$ cat config.mk
export PLATFORM = sky130hd
export DESIGN_NAME = xp_dma_pacer
export DESIGN_NICKNAME = d
export VERILOG_FILES = /design/src/rtl/xp_pace_pkg.sv /design/src/rtl/pace_mode_dec.sv /design/src/rtl/pace_req_gen.sv /design/src/rtl/pace_status.sv /design/src/rtl/xp_dma_pacer.sv
export SDC_FILE = /design/constraint.sdc
export NUM_CORES = 1
export LEC_CHECK = 0
export BUFFER_PORTS_ARGS = -buffer_cell sky130_fd_sc_hd__buf_2
export CAP_MARGIN = 30
export CORE_AREA = 3 3 40 42
export DETAILED_ROUTE_END_ITERATION = 12
export DIE_AREA = 0 0 43 45
export GPL_TIMING_DRIVEN = 0
export MAX_ROUTING_LAYER = met4
export PLACE_DENSITY_LB_ADDON = 0.1
export SLEW_MARGIN = 5
export SYNTH_ARGS = -nofsm -noshare
export SYNTH_HDL_FRONTEND = slang
export SYNTH_SLANG_ARGS = --single-unit
$ cat constraint.sdc
create_clock -name clk -period 1.2 [get_ports clk]
set_clock_uncertainty 0.05 [all_clocks]
set_input_delay 0.12 -clock clk [delete_from_list [all_inputs] [get_ports clk]]
set_output_delay 0.12 -clock clk [all_outputs]
set_load 0.1 [all_outputs]
$ cat src/rtl/xp_pace_pkg.sv
package xp_pace_pkg;

  // {master, hshake, ext}
  typedef enum logic [2:0] {
    PM_SLAVE = 3'b000,
    PM_RSV1  = 3'b001,
    PM_HSHK  = 3'b010,
    PM_XHSHK = 3'b011,
    PM_MAST  = 3'b100,
    PM_RSV5  = 3'b101,
    PM_PACED = 3'b110,
    PM_RSV7  = 3'b111
  } pace_mode_e;

  typedef struct packed {
    logic req;
    logic stb;
    logic irq;
  } pace_evt_t;

endpackage

$ cat src/rtl/pace_mode_dec.sv
module pace_mode_dec
  import xp_pace_pkg::*;
(
  input  logic       master_i,
  input  logic       hshake_i,
  input  logic       ext_i,
  output pace_mode_e mode_o,
  output logic       legal_o
);

  always_comb begin
    mode_o = pace_mode_e'({master_i, hshake_i, ext_i});
    unique case (mode_o)
      PM_SLAVE, PM_HSHK, PM_XHSHK, PM_MAST, PM_PACED: legal_o = 1'b1;
      default:                                       legal_o = 1'b0;
    endcase
  end

endmodule

$ cat src/rtl/pace_req_gen.sv
module pace_req_gen
  import xp_pace_pkg::*;
#(
  parameter int CNT_W = 16
) (
  input  logic             clk,
  input  logic             rst,
  input  logic             en_i,
  input  logic             tx_i,
  input  logic             irq_en_i,
  input  pace_mode_e       mode_i,
  input  logic             legal_i,
  input  logic             buf_empty_i,
  input  logic             buf_full_i,
  input  logic [CNT_W-1:0] cnt_i,
  input  logic             ext_req_i,
  input  logic             ext_grant_i,
  input  logic             rd_stb_i,
  input  logic             wr_stb_i,
  output pace_evt_t        evt_o
);

  logic      need;
  logic      cnt_nz;
  logic      ext_pace;
  logic      strobe_dir;
  pace_evt_t evt_d;
  pace_evt_t evt_q;

  assign need       = tx_i ? ~buf_full_i : ~buf_empty_i;
  assign cnt_nz     = |cnt_i;
  assign ext_pace   = tx_i ? need : ext_req_i;
  assign strobe_dir = tx_i ? wr_stb_i : rd_stb_i;

  always_comb begin
    evt_d = '0;
    if (en_i && legal_i) begin
      unique case (mode_i)
        PM_SLAVE: evt_d.req = need;
        PM_HSHK, PM_XHSHK: begin
          evt_d.req = ext_pace;
          evt_d.stb = ext_grant_i;
        end
        PM_MAST: begin
          evt_d.req = cnt_nz & need;
          evt_d.stb = cnt_nz & need;
        end
        PM_PACED: begin
          evt_d.req = cnt_nz & ext_pace;
          evt_d.stb = cnt_nz & strobe_dir;
        end
        default: evt_d = '0;
      endcase
    end
    evt_d.irq = irq_en_i & need;
  end

  always_ff @(posedge clk) begin
    if (rst) evt_q <= '0;
    else     evt_q <= evt_d;
  end

  assign evt_o = evt_q;

endmodule

$ cat src/rtl/pace_status.sv
module pace_status (
  input  logic clk,
  input  logic rst,
  input  logic en_i,
  input  logic chain_i,
  input  logic cnt_nz_i,
  input  logic buf_empty_i,
  output logic act_o,
  output logic chn_o
);

  logic act_st, chn_st;
  logic act_q, chn_q;

  always_ff @(posedge clk) begin
    if (rst) begin
      act_st <= 1'b0;
      chn_st <= 1'b0;
    end else begin
      if (!en_i)            act_st <= 1'b0;
      else if (cnt_nz_i)    act_st <= 1'b1;
      else if (buf_empty_i) act_st <= 1'b0;
      chn_st <= en_i & chain_i;
    end
  end

  always_ff @(posedge clk) begin
    if (rst) begin
      act_q <= 1'b0;
      chn_q <= 1'b0;
    end else begin
      act_q <= act_st;
      chn_q <= chn_st;
    end
  end

  assign act_o = act_q;
  assign chn_o = chn_q;

endmodule

$ cat src/rtl/xp_dma_pacer.sv
module xp_dma_pacer
  import xp_pace_pkg::*;
#(
  parameter int CNT_W = 16
) (
  input  logic             clk,
  input  logic             rst,
  input  logic             cfg_en,
  input  logic             cfg_chain,
  input  logic             cfg_tx,
  input  logic             cfg_master,
  input  logic             cfg_hshake,
  input  logic             cfg_ext,
  input  logic             cfg_irq_en,
  input  logic             buf_empty,
  input  logic             buf_full,
  input  logic [CNT_W-1:0] xfer_cnt,
  input  logic             ext_req,
  input  logic             ext_grant,
  input  logic             rd_stb,
  input  logic             wr_stb,
  output logic             dma_req,
  output logic             xfer_stb,
  output logic             word_irq,
  output logic             stat_active,
  output logic             stat_chain
);

  pace_mode_e mode;
  logic       legal;
  pace_evt_t  evt;

  pace_mode_dec u_dec (
    .master_i (cfg_master),
    .hshake_i (cfg_hshake),
    .ext_i    (cfg_ext),
    .mode_o   (mode),
    .legal_o  (legal)
  );

  pace_req_gen #(.CNT_W(CNT_W)) u_req (
    .clk         (clk),
    .rst         (rst),
    .en_i        (cfg_en),
    .tx_i        (cfg_tx),
    .irq_en_i    (cfg_irq_en),
    .mode_i      (mode),
    .legal_i     (legal),
    .buf_empty_i (buf_empty),
    .buf_full_i  (buf_full),
    .cnt_i       (xfer_cnt),
    .ext_req_i   (ext_req),
    .ext_grant_i (ext_grant),
    .rd_stb_i    (rd_stb),
    .wr_stb_i    (wr_stb),
    .evt_o       (evt)
  );

  pace_status u_stat (
    .clk         (clk),
    .rst         (rst),
    .en_i        (cfg_en),
    .chain_i     (cfg_chain),
    .cnt_nz_i    (|xfer_cnt),
    .buf_empty_i (buf_empty),
    .act_o       (stat_active),
    .chn_o       (stat_chain)
  );

  assign dma_req  = evt.req;
  assign xfer_stb = evt.stb;
  assign word_irq = evt.irq;

endmodule

==> flow_summary.toml <==
[grt]
grt_pass1_vias = 394
grt_usage_pct = 9.72
pin_count_of_the_biggest_net_entering_global_routing = 8
grt_overflow_total = 0
antenna_found_initial = 0
grt_first_pass_wirelength_mm = 1.39

[job]
max_cap_viol_count = 0

[detailed_routing]
route.vias.total = 420
drt_drc_violations_left = 0
routed_wirelength_um = 848
drtIter0Drc = 2
detailroute.wirelength.met3_um = 126
number_of_routed_nets_with_antenna_violations = 0
routed_via_density = 4.67
dr.max_layer_used = "met3"
number_of_iterations_in_the_first_detailed_routing_pass = 4
routed-wl-met2_um = 387
wire_per_inst_um = 9.42
wirelength_met1_um = 334

[yosys]
synth-seq-cells = 7
syn-instance-count = 36
post-synth-top-area-cell = "dfxtp_1"
post_synth_instance_area_um2 = 332
ys.flop_type = "dfxtp_1"
synth_top_cells_by_area = "dfxtp_1 42%, mux4_1 7.9%, a21oi_1 7.5%"
post_synth.cell_area_avg_um2 = 9.21
async_reset_ff_share_pct = 0
mappedNetlistNets = 67
yosys-top-cells-count = "7 x dfxtp_1, 5 x a21oi_1, 4 x nor2b_1, 4 x nor4_1, 3 x inv_1"
synth.top_cell.area_share_pct = 42.3
count_of_distinct_cell_types_in_the_synthesized_netlist = 16
synth.yosys.seq_area_share_pct = 42.3
most_frequently_used_cell_type_in_the_post_synthesis_netlist = "dfxtp_1"
synth-warning-count = 0
synth_edf_count = 0

[power]
max-vdd-ir-drop_mv = 0.463
totalPowerFinal_mw = 0.590
power_switching_mw = 0.164
p_leak_nw = 0.301
power_frac_clock_pct = 34.6
seqPwrFrac_pct = 41.5
power.share.switching_pct = 27.7
logic_pwr_share_pct = 23.9
internal_power_mw = 0.427
power_per_unit_of_standard_cell_area_nw_per_um2 = 1070

[critical_path]
arrival_ps = 970
r2r_setup_slack_ps = 570
reg2reg_from = "u_stat.act_st"
regToRegEndpoint = "u_stat.act_st"
setup.worst_path.end_class = "output port"
worstSetupStartpoint = "u_req.evt_o[0]"
worstPathCellList = "buf_2"
r2r_cells = 2
worst-path-max-fanout = 1
timing.critical_path.required_ps = 1030
cp-start-kind = "register"
timing.critical_path.max_delay_family = "buffers and inverters"
critical_path.max_stage_delay_ps = 420
start_to_end_type_of_the_worst_setup_path = "reg2out"
cp.buffers_inverters = 1
crit_path_top_delay_cell = "buf_2"

[cts]
post_cts.repair.setup_buffers = 0
tritoncts = "done"
post_cts_sizing = 0
tritoncts_num_sinks = 7
holdBufCountCts = 0
clk_pin_slew_worst_paths_ps = 50
ctsHtreeMaxLevel = 1
cts_inserted_buffers = 3
clock-root-buffer = "clkbuf_4"
insertion_delay_ps = 240
max-clock-path-buffers = 2

[sta]
min_period_ps = 1140
final.period_utilization_pct = 94.6
report.final.setup_viol = 0
worst_slew_margin_rel_pct = 67.9
maxClockFrequency_ghz = 0.881
hold_ws_ps = 12.8
tightestPinTransition_ps = 485
grt_setup_unrepaired = "no"
hold_viol_final = 0
max_slew_violation_total_from_the_final_report = 0

[die]
floorplan.die_area_um2 = 1940
floorplan.die.width_um = 43
core_region_area_um2 = 1280
die_h_um = 45
initial_core_util_pct = 25.8
io-pin-count = 36
num_rows = 13

[final_layout]
antenna-diode-count = 0
postLayoutCoreUtil_pct = 42.9
non_filler_cells_in_the_finished_layout = 90
area.growth.synth_to_final_pct = 66.4
fin_nets = 107
final_layout_size_suffix_gt1_share_pct = 50.7

[placed_design]
detailed_place_hpwl_um = 771
routabilityCongestion = 0.801
post-place-cells = 86
port-buffer-count = 35

[worst_hold_path]
min-delay-path-class = "in2reg"
hold_path_depth = 2
worst_hold_startpoint = "rst"
hold_end = "u_stat.act_o"

[status]
status = "finished clean"
[state kept, by name, summed over array words and instances (netlist names)]
| signal | count |
|---|---|
| u_req.evt_o | 3 |
| u_stat.act_o | 1 |
| u_stat.act_st | 1 |
| u_stat.chn_o | 1 |
| u_stat.chn_st | 1 |
[how the worst max path moves through the flow]
stage                           to  slack, ps  cells after the start
floorplan                  dma_req        120                      0
CTS                       word_irq         50                      1
finish                    word_irq         60                      1
detailed placement  u_req.evt_o[2]        -80                      5
global route              word_irq         40                      1
global placement    u_req.evt_o[2]        -80                      5
[cell families (layout without fill, tap and decap cells)]
family / Yosys count / in the layout / share of synthesized area, %
buffers and inverters: 3 / 42 / 3.40
multiplexers: 1 / 1 / 7.93
AO/OA/AOI/OAI: 9 / 9 / 17.0
flip-flops: 7 / 7 / 42.3
AND/OR/NAND/NOR: 16 / 16 / 29.4
[stage by stage]
step / cell area (µm²) / setup WS, ps / setup TNS (ps)
after global routing: 552 / 35.3 / 0
final: 552 / 64.4 / 0
after detailed placement: 526 / -83.3 / -83.3
after floorplan: 332 / 121 / 0
after global placement: 526 / -77.1 / -77.1
after CTS: 552 / 50.4 / 0
[worst reg2reg max path, cell delays in order, from the launching register on]
cell     delay, ps
dfxtp_1        300
a21oi_1        120
nor2_1          50
[power by group through the flow]
stage | Combinational (mW) | Sequential, mW | Clock, mW
2_1_floorplan | 0.0295 | 0.297 | 0
3_3_place_gp | 0.142 | 0.249 | 0
3_5_place_dp | 0.142 | 0.249 | 0
4_1_cts | 0.143 | 0.245 | 0.215
5_1_grt | 0.154 | 0.245 | 0.221
6_report | 0.141 | 0.245 | 0.204
[placed cells by master, fill, tap and decap left out]
cell type / instances
and2b_1: 1
clkbuf_1: 1
nand4_1: 1
a21oi_1: 5
nor2_1: 1
inv_1: 3
nor4_1: 4
o2111a_1: 1
nand2_1: 2
nand4b_1: 1
buf_2: 35
o211a_1: 1
o21ai_0: 2
nor2b_1: 4
and3_1: 1
dfxtp_1: 7
nand3b_1: 1
mux4_1: 1
clkbuf_4: 3
[area by class of cell]
class / count / area (µm²)
clock buffers: 4 / 26.3
fillers: 135 / 733
repair buffers: 35 / 175
inverters: 3 / 11.3
flip-flops and latches: 7 / 140
well taps: 15 / 18.8
multi-input cells: 26 / 180
[per-layer routing]
metal	up-vias	track usage (%)
met2	31	15.6
met1	177	11.2
met3	0	3.59
li1	212	-
met5	-	-
met4	0	3.61
Power figures use the tool's default switching activity.
